--- src/rtl/cmdsd_pkg.sv ---
package cmdsd_pkg;
  localparam int WORD_W  = 32;
  localparam int METH_W  = 13;
  localparam int SUB_W   = 3;
  localparam int CNT_W   = 13;
  localparam int MODE_W  = 3;
  localparam int SUB_LSB = METH_W;
  localparam int CNT_LSB = METH_W + SUB_W;
  localparam int MODE_LSB = CNT_LSB + CNT_W;

  typedef enum logic [2:0] {
    K_INC    = 3'd0,
    K_NONINC = 3'd1,
    K_INLINE = 3'd2,
    K_ONCE   = 3'd3,
    K_BAD    = 3'd4
  } kind_e;

  typedef struct packed {
    logic [METH_W-1:0] meth;
    logic [SUB_W-1:0]  sub;
    logic [CNT_W-1:0]  cnt;
    kind_e             kind;
  } hdr_t;

  function automatic kind_e mode_kind(input logic [MODE_W-1:0] m);
    case (m)
      3'd0, 3'd1: mode_kind = K_INC;
      3'd2, 3'd3: mode_kind = K_NONINC;
      3'd4:       mode_kind = K_INLINE;
      3'd5:       mode_kind = K_ONCE;
      default:    mode_kind = K_BAD;
    endcase
  endfunction
endpackage

--- src/rtl/cmdsd_rst_sync.sv ---
module cmdsd_rst_sync #(
  parameter int STAGES = 2
) (
  input  logic clk,
  input  logic rst_n,
  output logic rst_n_sync
);
  logic [STAGES-1:0] chain_q;

  always_ff @(posedge clk or negedge rst_n) begin
    if (!rst_n) chain_q <= '0;
    else        chain_q <= {chain_q[STAGES-2:0], 1'b1};
  end

  assign rst_n_sync = chain_q[STAGES-1];
endmodule

--- src/rtl/cmdsd_hdr_decode.sv ---
module cmdsd_hdr_decode
  import cmdsd_pkg::*;
(
  input  logic [WORD_W-1:0] word,
  output hdr_t              hdr
);
  always_comb begin
    hdr.meth = word[METH_W-1:0];
    hdr.sub  = word[SUB_LSB +: SUB_W];
    hdr.cnt  = word[CNT_LSB +: CNT_W];
    hdr.kind = mode_kind(word[MODE_LSB +: MODE_W]);
  end
endmodule

--- src/rtl/cmdsd_seq.sv ---
module cmdsd_seq
  import cmdsd_pkg::*;
(
  input  logic              clk,
  input  logic              rst_n,
  input  logic              in_valid,
  input  logic              in_seg,
  input  logic [WORD_W-1:0] in_word,
  input  hdr_t              hdr,
  input  logic              sel_ready,
  output logic              in_ready,
  output logic              call_valid,
  output logic [METH_W-1:0] call_meth,
  output logic [SUB_W-1:0]  call_sub,
  output logic [WORD_W-1:0] call_arg,
  output logic              call_last,
  output logic              err_mode
);
  logic [CNT_W-1:0]  cnt_q, cnt_d;
  logic [METH_W-1:0] meth_q, meth_d;
  logic [SUB_W-1:0]  sub_q, sub_d;
  kind_e             kind_q, kind_d;
  logic              first_q, first_d;
  logic              err_q, err_d;

  logic data_phase, hdr_call, call_gen, accept;

  // call generation
  always_comb begin
    data_phase = (cnt_q != '0) && !in_seg;
    hdr_call   = !data_phase && (hdr.kind == K_INLINE);
    call_gen   = data_phase || hdr_call;
    call_valid = in_valid && call_gen;
    if (data_phase) begin
      call_meth = meth_q;
      call_sub  = sub_q;
      call_arg  = in_word;
      call_last = (cnt_q == CNT_W'(1));
    end else begin
      call_meth = hdr.meth;
      call_sub  = hdr.sub;
      call_arg  = {{(WORD_W-CNT_W){1'b0}}, hdr.cnt};
      call_last = 1'b1;
    end
    in_ready = call_gen ? sel_ready : 1'b1;
    accept   = in_valid && in_ready;
  end

  // next state
  always_comb begin
    cnt_d   = cnt_q;
    meth_d  = meth_q;
    sub_d   = sub_q;
    kind_d  = kind_q;
    first_d = first_q;
    err_d   = err_q;
    if (data_phase) begin
      cnt_d = cnt_q - CNT_W'(1);
      case (kind_q)
        K_INC:  meth_d = meth_q + METH_W'(1);
        K_ONCE: begin
          if (first_q) meth_d = meth_q + METH_W'(1);
          first_d = 1'b0;
        end
        default: meth_d = meth_q;
      endcase
    end else begin
      case (hdr.kind)
        K_BAD: begin
          cnt_d = '0;
          err_d = 1'b1;
        end
        K_INLINE: cnt_d = '0;
        default: begin
          cnt_d   = hdr.cnt;
          meth_d  = hdr.meth;
          sub_d   = hdr.sub;
          kind_d  = hdr.kind;
          first_d = 1'b1;
        end
      endcase
    end
  end

  // registers, enabled by word acceptance
  always_ff @(posedge clk or negedge rst_n) begin
    if (!rst_n) begin
      cnt_q   <= '0;
      meth_q  <= '0;
      sub_q   <= '0;
      kind_q  <= K_INC;
      first_q <= 1'b0;
      err_q   <= 1'b0;
    end else if (accept) begin
      cnt_q   <= cnt_d;
      meth_q  <= meth_d;
      sub_q   <= sub_d;
      kind_q  <= kind_d;
      first_q <= first_d;
      err_q   <= err_d;
    end
  end

  assign err_mode = err_q;
endmodule

--- src/rtl/cmdsd_route.sv ---
module cmdsd_route
  import cmdsd_pkg::*;
#(
  parameter int CTL_LIMIT = 64
) (
  input  logic              call_valid,
  input  logic [METH_W-1:0] call_meth,
  input  logic [SUB_W-1:0]  call_sub,
  input  logic [WORD_W-1:0] call_arg,
  input  logic              call_last,
  input  logic              eng_ready,
  input  logic              ctl_ready,
  output logic              sel_ready,
  output logic              eng_valid,
  output logic [SUB_W-1:0]  eng_subch,
  output logic [METH_W-1:0] eng_method,
  output logic [WORD_W-1:0] eng_arg,
  output logic              eng_last,
  output logic              ctl_valid,
  output logic [METH_W-1:0] ctl_method,
  output logic [WORD_W-1:0] ctl_arg,
  output logic              ctl_last
);
  localparam logic [METH_W-1:0] LIMIT = METH_W'(CTL_LIMIT);

  logic is_ctl;

  always_comb begin
    is_ctl     = (call_meth < LIMIT);
    sel_ready  = is_ctl ? ctl_ready : eng_ready;
    ctl_valid  = call_valid && is_ctl;
    eng_valid  = call_valid && !is_ctl;
    ctl_method = call_meth;
    ctl_arg    = call_arg;
    ctl_last   = call_last;
    eng_method = call_meth;
    eng_subch  = call_sub;
    eng_arg    = call_arg;
    eng_last   = call_last;
  end
endmodule

--- src/rtl/cmdsd_top.sv ---
module cmdsd_top
  import cmdsd_pkg::*;
#(
  parameter int CTL_LIMIT = 64,
  parameter int RST_STAGES = 2
) (
  input  logic              clk,
  input  logic              rst_n,
  input  logic              in_valid,
  output logic              in_ready,
  input  logic [WORD_W-1:0] in_word,
  input  logic              in_seg,
  output logic              eng_valid,
  input  logic              eng_ready,
  output logic [SUB_W-1:0]  eng_subch,
  output logic [METH_W-1:0] eng_method,
  output logic [WORD_W-1:0] eng_arg,
  output logic              eng_last,
  output logic              ctl_valid,
  input  logic              ctl_ready,
  output logic [METH_W-1:0] ctl_method,
  output logic [WORD_W-1:0] ctl_arg,
  output logic              ctl_last,
  output logic              err_mode
);
  logic              rst_n_int;
  hdr_t              hdr;
  logic              sel_ready;
  logic              call_valid;
  logic [METH_W-1:0] call_meth;
  logic [SUB_W-1:0]  call_sub;
  logic [WORD_W-1:0] call_arg;
  logic              call_last;

  cmdsd_rst_sync #(.STAGES(RST_STAGES)) u_rst (
    .clk(clk), .rst_n(rst_n), .rst_n_sync(rst_n_int)
  );

  cmdsd_hdr_decode u_dec (.word(in_word), .hdr(hdr));

  cmdsd_seq u_seq (
    .clk(clk), .rst_n(rst_n_int), .in_valid(in_valid), .in_seg(in_seg),
    .in_word(in_word), .hdr(hdr), .sel_ready(sel_ready),
    .in_ready(in_ready), .call_valid(call_valid), .call_meth(call_meth),
    .call_sub(call_sub), .call_arg(call_arg), .call_last(call_last),
    .err_mode(err_mode)
  );

  cmdsd_route #(.CTL_LIMIT(CTL_LIMIT)) u_route (
    .call_valid(call_valid), .call_meth(call_meth), .call_sub(call_sub),
    .call_arg(call_arg), .call_last(call_last),
    .eng_ready(eng_ready), .ctl_ready(ctl_ready), .sel_ready(sel_ready),
    .eng_valid(eng_valid), .eng_subch(eng_subch), .eng_method(eng_method),
    .eng_arg(eng_arg), .eng_last(eng_last),
    .ctl_valid(ctl_valid), .ctl_method(ctl_method), .ctl_arg(ctl_arg),
    .ctl_last(ctl_last)
  );
endmodule

--- config.mk ---
export PLATFORM = sky130hd
export DESIGN_NAME = cmdsd_top
export DESIGN_NICKNAME = d
export VERILOG_FILES = /design/src/rtl/cmdsd_pkg.sv /design/src/rtl/cmdsd_rst_sync.sv /design/src/rtl/cmdsd_hdr_decode.sv /design/src/rtl/cmdsd_seq.sv /design/src/rtl/cmdsd_route.sv /design/src/rtl/cmdsd_top.sv
export SDC_FILE = /design/constraint.sdc
export NUM_CORES = 1
export LEC_CHECK = 0
export ABC_AREA = 1
export BUFFER_PORTS_ARGS = -buffer_cell sky130_fd_sc_hd__buf_4
export CORE_MARGIN = 2
export CORE_UTILIZATION = 49
export CTS_CLUSTER_DIAMETER = 80
export CTS_CLUSTER_SIZE = 14
export DETAILED_ROUTE_END_ITERATION = 10
export PLACE_DENSITY_LB_ADDON = 0.1
export SKIP_LAST_GASP = 1
export SYNTH_ARGS = -nofsm -noshare
export SYNTH_HDL_FRONTEND = slang
export SYNTH_SLANG_ARGS = --single-unit
--- constraint.sdc ---
create_clock -name clk -period 2.2 [get_ports clk]
set_input_delay 0 -clock clk [delete_from_list [all_inputs] [get_ports clk]]
set_output_delay 0 -clock clk [all_outputs]
set_load 0.02 [all_outputs]
==> impl_results.md, run 1 <==
- Count leader, synth: nand2_1
- Slowest CP cell: dfrtp_1
- Grt peak-use layer: met2
- Post-Syn Area: 0.00320 sq mm
- GR Util met3: 0.0418
- Final hold violation count: 0
- Total GRT Usage: 0.259
- Failing checks: negative setup slack
- Top Ports: 137
- Fmax: 432 MHz
- Reg-to-Reg Start: u_seq.cnt_q[1]
- Clock transition at path regs: 0.07 ns
- Worst reg2reg path depth: 18
- CTS H-tree depth: 2
- Final nets: 654
- Routability cong.: 0.879
- Mapped Cells: 484
- Die width: 84.8 um
- TritonCTS buffer count: 5
- Post-synth top cells: nand2_1, inv_1, buf_4, nor2_1, dfrtp_1
- Post-synth top area cell: dfrtp_1
- # port buffers: 136
- Met1 Usage GRT: 0.299
- Worst-path fanout max: 8
- CP Launch Point: u_seq.cnt_q[1]
- Total Power: 4.20 mW
- Worst-Skew Late Latency: 0.29 ns
- Total of warnings raised by yosys: 0
- Vias: 3524
- Synth area leaders: dfrtp_1, nand2_1, buf_4
- Hold Path Class: in -> async
- Top FF cell, synth: dfrtp_1
- Die Ht: 84.8 um
- #FFs+latches synth: 36
- Rel. slew slack: 0.671
- First-pass GRT wire length: 15300 um
- Vias/cell: 5.10
- DRT iter0 DRCs: 174
- Post-layout utilization of the core: 0.723
- Async S/R FF share, synth: 1.00
- R2R Setup Slk: -0.07 ns
- Final setup vio count: 33
- Area Overhead vs Synth: 43.4%
- Worst setup margin: -0.112 ns
- Setup TNS: -1.24 ns
- Clock sink count: 36
- Post-DRT Antenna Nets: 0
- Core ar.: 0.00635 sq mm
- WP data arrival: 2.31 ns
- Max VDD drop: 523 uV
- Top-area cell type share of the netlist area: 0.281
- Max capacitance violation total: 0
- Diodes inserted: 0
- Post-synth EDFFs: 0
- Initial antenna violation count: 0
- DRC violations left: 0
- Syn Nets: 525
- Final Max Tran Viols: 0
- Top cell by count, worst path: nand2_4
- Sequential cell area fraction in the yosys report: 0.281
- RSZ-0062 raised after global routing: true
- Post-placement cell count: 671
- Fin crit period: 2.31 ns
- Fin Clk Skew: 0.00286 ns
- Final HPWL DP: 7020 um
- CP Cell Sequence: inv_2 -> ha_4 -> nand2_4 -> nor2_4 -> nand2_4 -> nand2_8 -> buf_12 -> nand2_4 -> nand2_4 -> nand2_1 -> nor2_1 -> nand2_1 -> nand2_2 -> nand3_4 -> buf_6 -> buf_6
- Die ar.: 0.00719 sq mm
- Buffers from clock root to sink, at most: 2
- Drt wl/cell: 13.9 um
- Fillcell total: 552
- Slew @ Worst Pin: 0.487 ns
- Power Dens Cells: 914 mW/mm^2
- Outcome: complete, but fails checks
- Pre-CTS setup slack: -0.0771 ns
- Final hold slack: 0.0172 ns
- Worst EP required: 2.20 ns
- Syn Area/Cell: 6.61 sq um
- Period utilization: 1.05
- Root Buffer: clkbuf_8
- R2r endpoint: u_seq.cnt_q[8]
- Cell Area, Placed: 0.00427 sq mm
- Rows: 29
- Largest net degree at the start of global routing: 50
- Share of post-route cells with drive strength above 1: 0.406
- Number of global-route vias before repair: 3442
- Met2 GRT Util: 0.489
- Starting Density: 0.504
- Multi-input logic area: 0.00175 sq mm
- CTS tree: built
- WS Path Type: reg -> out
- Worst setup EP type: output pin
- Cell Count, Final, Fillers Out: 691
- Total wire length: 9600 um
- Worst stage delay on the critical path: 0.39 ns
- Static leakage: 2.51 nW
- Final Instance Area: 0.00459 sq mm
- Detailed-router iteration count before antenna repair: 5
- Congestion Overflow GR: 0
- Synth unique cells: 37
- Critical path startpoint category: flop
- Storage element area: 901 sq um
==> where the power goes <==
group	switching, mW	total, mW	internal, mW	leakage, nW
clock network	0.252	0.589	0.337	0.0552
registers	0.195	1.07	0.875	0.454
logic	1.43	2.54	1.11	2.00
total	1.88	4.20	2.32	2.51
==> final cells by class <==
class | count | share of cell area
flip-flops and latches | 36 | 0.196
multi-input cells | 324 | 0.381
clock buffers | 6 | 0.0158
clock inverters | 2 | 0.00763
repair buffers | 183 | 0.325
inverters | 63 | 0.0532
well taps | 77 | 0.0210
==> state kept, by name, summed over array words and instances, names as in the netlist <==
name	flops
u_rst.chain_q	2
u_seq.cnt_q	13
u_seq.err_mode	1
u_seq.first_q	1
u_seq.kind_q	3
u_seq.meth_q	13
u_seq.sub_q	3
==> worst max-delay path by stage <==
| stage | end | slack [ns] | cells after the start |
|---|---|---|---|
| after floorplan | u_seq.meth_q[12] | -0.01 | 20 |
| after global placement | u_seq.cnt_q[8] | 0.007 | 16 |
| after detailed placement | u_seq.cnt_q[8] | -0.08 | 17 |
| after CTS | in_ready | -0.11 | 16 |
| after global routing | in_ready | -0.23 | 16 |
| final | in_ready | -0.11 | 16 |
==> per-layer routing <==
metal	wire [um]	share of wire
met4	208	0.022
met2	4860	0.51
met1	3820	0.40
met5	0	0
met3	712	0.074
==> worst max-delay path, delay by kind of cell, from the launching register on <==
family	cells	cell delay [ns]
flip-flops	1	0.39
adder cells (fa/ha/maj)	1	0.15
AND/OR/NAND/NOR	11	0.99
buffers and inverters	4	0.48
==> layout by cell type, fill, tap and decap left out, types with 3 or more instances in the layout <==
cell type        n
nand2_4          8
nor3_1           4
inv_1           56
buf_4          168
nand3_2          3
nor2_2           4
buf_6            5
nand3_1         15
dfrtp_1         36
inv_2            4
o31ai_1          7
buf_12           4
nor2_1          43
nor2_4           6
nand2_2         19
a21oi_1          5
dlygate4sd3_1    4
o21ai_2         12
nand4_1          3
o21ai_1         15
o21ai_0         20
xor2_1           4
o22ai_1          5
clkbuf_8         5
nand2_1        131
==> cell families (layout without fill, tap and decap cells) <==
group | Yosys count | after routing | share of synthesized area
AO/OA/AOI/OAI | 72 | 72 | 0.137
XOR/XNOR | 5 | 5 | 0.0137
adder cells (fa/ha/maj) | 3 | 3 | 0.0117
buffers and inverters | 125 | 254 | 0.213
flip-flops | 36 | 36 | 0.281
other | 1 | 1 | 0.00117
AND/OR/NAND/NOR | 242 | 243 | 0.341
==> timing repair <==
| action | 4_1_cts | 5_1_grt |
|---|---|---|
| hold buffers | 4 | 0 |
| gates resized for setup | 7 | 20 |
| cloned | 0 | 2 |
| setup buffers | 7 | 2 |
| endpoints found under the hold margin | 5 | 0 |
| setup endpoints to repair | 31 | 64 |
| pin swaps | 10 | 10 |
No activity file was read; power rests on OpenSTA's default activity.
==> run 2, diff against run 1 <==
--- a/config.mk
+++ b/config.mk
@@ -5,10 +5,10 @@
 export SDC_FILE = /design/constraint.sdc
 export NUM_CORES = 1
 export LEC_CHECK = 0
-export ABC_AREA = 1
+export ABC_AREA = 0
 export BUFFER_PORTS_ARGS = -buffer_cell sky130_fd_sc_hd__buf_4
 export CORE_MARGIN = 2
-export CORE_UTILIZATION = 49
+export CORE_UTILIZATION = 48
 export CTS_CLUSTER_DIAMETER = 80
 export CTS_CLUSTER_SIZE = 14
 export DETAILED_ROUTE_END_ITERATION = 10
==> run 2 against run 1 <==
Against the previous run:
- clock skew is 0.0035 ns higher
- highest routed layer unchanged
- hold slack worse by 0.0067 ns
- register-to-register slack better by 0.14 ns
- sequential power is 4% lower
- combinational power is 35% lower
- clock power is 24% lower
- global-route usage is 1.0 points higher
- the flow now finishes without violations
- synthesized cell count is 17% lower
- sequential cell count stayed put
==> impl_results.md, run 2 <==
- CTS H-tree depth: 2
- Vias: 3526
- Post-Syn Area: 0.00309 sq mm
- Share of post-route cells with drive strength above 1: 0.396
- CTS tree: built
- Critical path startpoint category: flop
- Fmax: 464 MHz
- Async S/R FF share, synth: 1.00
- Rel. slew slack: 0.613
- Post-synth top cells: nand2_1, buf_4, dfrtp_1, o21ai_0, and2_1
- Leading registers by flop count: u_seq.cnt_q: 13 flops, u_seq.meth_q: 13 flops
- Post-DRT Antenna Nets: 0
- Total GRT Usage: 0.270
- Top-area cell type share of the netlist area: 0.292
- Final Max Tran Viols: 0
- Number of global-route vias before repair: 3189
- Detailed-router iteration count before antenna repair: 5
- Largest net degree at the start of global routing: 37
- Top Ports: 137
- Mapped Cells: 402
- Cell Count, Final, Fillers Out: 600
- # port buffers: 136
- First-pass GRT wire length: 15600 um
- Final hold slack: 0.0105 ns
- Static leakage: 2.11 nW
- Worst EP required: 2.20 ns
- Die ar.: 0.00709 sq mm
- Fin crit period: 2.16 ns
- WP data arrival: 2.16 ns
- Worst-Skew Late Latency: 0.29 ns
- Buffers from clock root to sink, at most: 2
- Top FF cell, synth: dfrtp_1
- Area Overhead vs Synth: 41.4%
- Die Ht: 84.2 um
- DRC violations left: 0
- Post-synth top area cell: dfrtp_1
- Starting Density: 0.492
- Count leader, synth: nand2_1
- Period utilization: 0.980
- Die width: 84.2 um
- Outcome: finished clean
- Final hold violation count: 0
- Core ar.: 0.00628 sq mm
- #FFs+latches synth: 36
- Total of warnings raised by yosys: 0
- Max capacitance violation total: 0
- WS Path Type: reg -> out
- Sequential cell area fraction in the yosys report: 0.292
- Most common cell after layout, fill and taps aside: buf_4
- Total wire length: 10300 um
- Clock sink count: 36
- Synth area leaders: dfrtp_1, buf_4, nand2_1
- Slew @ Worst Pin: 0.579 ns
- Syn Area/Cell: 7.68 sq um
- Synth unique cells: 53
- Worst setup EP type: output pin
- Worst-path fanout max: 6
- Clock transition at path regs: 0.07 ns
- Cell Area, Placed: 0.00406 sq mm
- Fin Clk Skew: 0.00639 ns
- Commonest cells after routing, fill and taps aside: buf_4, nand2_1, dfrtp_1
- Hold Path Class: in -> reg
- Syn Nets: 443
- Post-synth EDFFs: 0
- RSZ-0062 raised after global routing: true
- Power Dens Cells: 719 mW/mm^2
- DRT iter0 DRCs: 348
- Post-layout utilization of the core: 0.695
- Final setup vio count: 0
- Rows: 29
- Drt wl/cell: 17.2 um
- Vias/cell: 5.88
- Congestion Overflow GR: 0
- Final HPWL DP: 7350 um
- TritonCTS buffer count: 5
- Final nets: 564
- Initial antenna violation count: 0
- Max VDD drop: 404 uV
- Final Instance Area: 0.00436 sq mm
- Routability cong.: 0.912
- Post-placement cell count: 577
- Diodes inserted: 0
- Root Buffer: clkbuf_8
run 2: cell count changes after synthesis, sizes merged, moves of 9 or more:
cell | before | now
nor2 | 53 | 12
o21ai | 47 | 22
nand2 | 159 | 86
o2bb2ai | 0 | 9
inv | 61 | 12
and2 | 0 | 21
run 2: what timing repair did:
item                                   CTS  global route
resized for setup                        2            11
cloned                                   1             2
setup buffers                            0             7
pin swaps                                0             4
endpoints found under the hold margin    7             0
setup endpoints to repair               30            66
hold buffers                             6             0
run 2: cells by family (layout without fill, tap and decap cells):
| kind of cell | Yosys count | count (layout) | synth area share |
|---|---|---|---|
| AND/OR/NAND/NOR | 175 | 175 | 0.280 |
| AO/OA/AOI/OAI | 101 | 101 | 0.239 |
| buffers and inverters | 82 | 203 | 0.161 |
| flip-flops | 36 | 36 | 0.292 |
| multiplexers | 4 | 4 | 0.0146 |
| adder cells (fa/ha/maj) | 3 | 3 | 0.0122 |
| other | 1 | 1 | 0.00122 |
run 2: metal layers:
| layer | part of all wire | track usage | vias to the layer above |
|---|---|---|---|
| li1 | - | - | 1642 |
| met1 | 0.41 | 0.355 | 1630 |
| met2 | 0.47 | 0.460 | 225 |
| met3 | 0.098 | 0.0442 | 29 |
| met4 | 0.024 | 0.0748 | 0 |
| met5 | 0 | 0 | - |
run 2: worst max-delay path, stage by stage, from the launching register on:
cell,delay [ns]
dfrtp_1,0.39
inv_2,0.09
ha_4,0.14
nor3b_4,0.29
a41o_4,0.34
o2111ai_4,0.13
buf_6,0.18
and2_1,0.16
buf_4,0.15
run 2: area by class of cell:
type                    count  area, sq um
clock buffers               6         72.6
clock inverters             1         5.00
fillers                   531         1910
inverters                  12         45.0
multi-input cells         284         1760
flip-flops and latches     36          901
well taps                  77         96.3
repair buffers            184         1480
run 2: worst paths after layout:
kind | cells past startpoint | to | from | slack (ns)
max in group asynchronous | 1 | u_seq.cnt_q[8] | u_rst.chain_q[1] | 1.61
setup / recovery | 8 | in_ready | u_seq.cnt_q[1] | 0.04
hold / removal | 3 | u_seq.cnt_q[2] | in_word[18] | 0.01
min in group asynchronous | 2 | u_rst.chain_q[0] | rst_n | 0.04
setup reg to reg | 7 | u_seq.cnt_q[11] | u_seq.cnt_q[0] | 0.07
hold reg to reg | 1 | u_seq.meth_q[5] | u_rst.chain_q[1] | 0.28
run 2: where the power goes:
part / internal, mW / total, mW / switching [mW] / leakage, nW
logic: 0.764 / 1.66 / 0.897 / 1.64
registers: 0.832 / 1.03 / 0.195 / 0.430
clock network: 0.215 / 0.450 / 0.234 / 0.0410
total: 1.81 / 3.14 / 1.33 / 2.11
run 2: per-stage QoR:
stage	setup WS [ns]	power (mW)	setup TNS (ns)
floorplan	-0.0168	2.00	-0.0673
global placement	0.0596	2.55	0
detailed placement	-0.00460	2.58	-0.00650
CTS	-0.0135	3.06	-0.0231
global route	-0.0485	3.33	-0.324
finish	0.0438	3.14	0
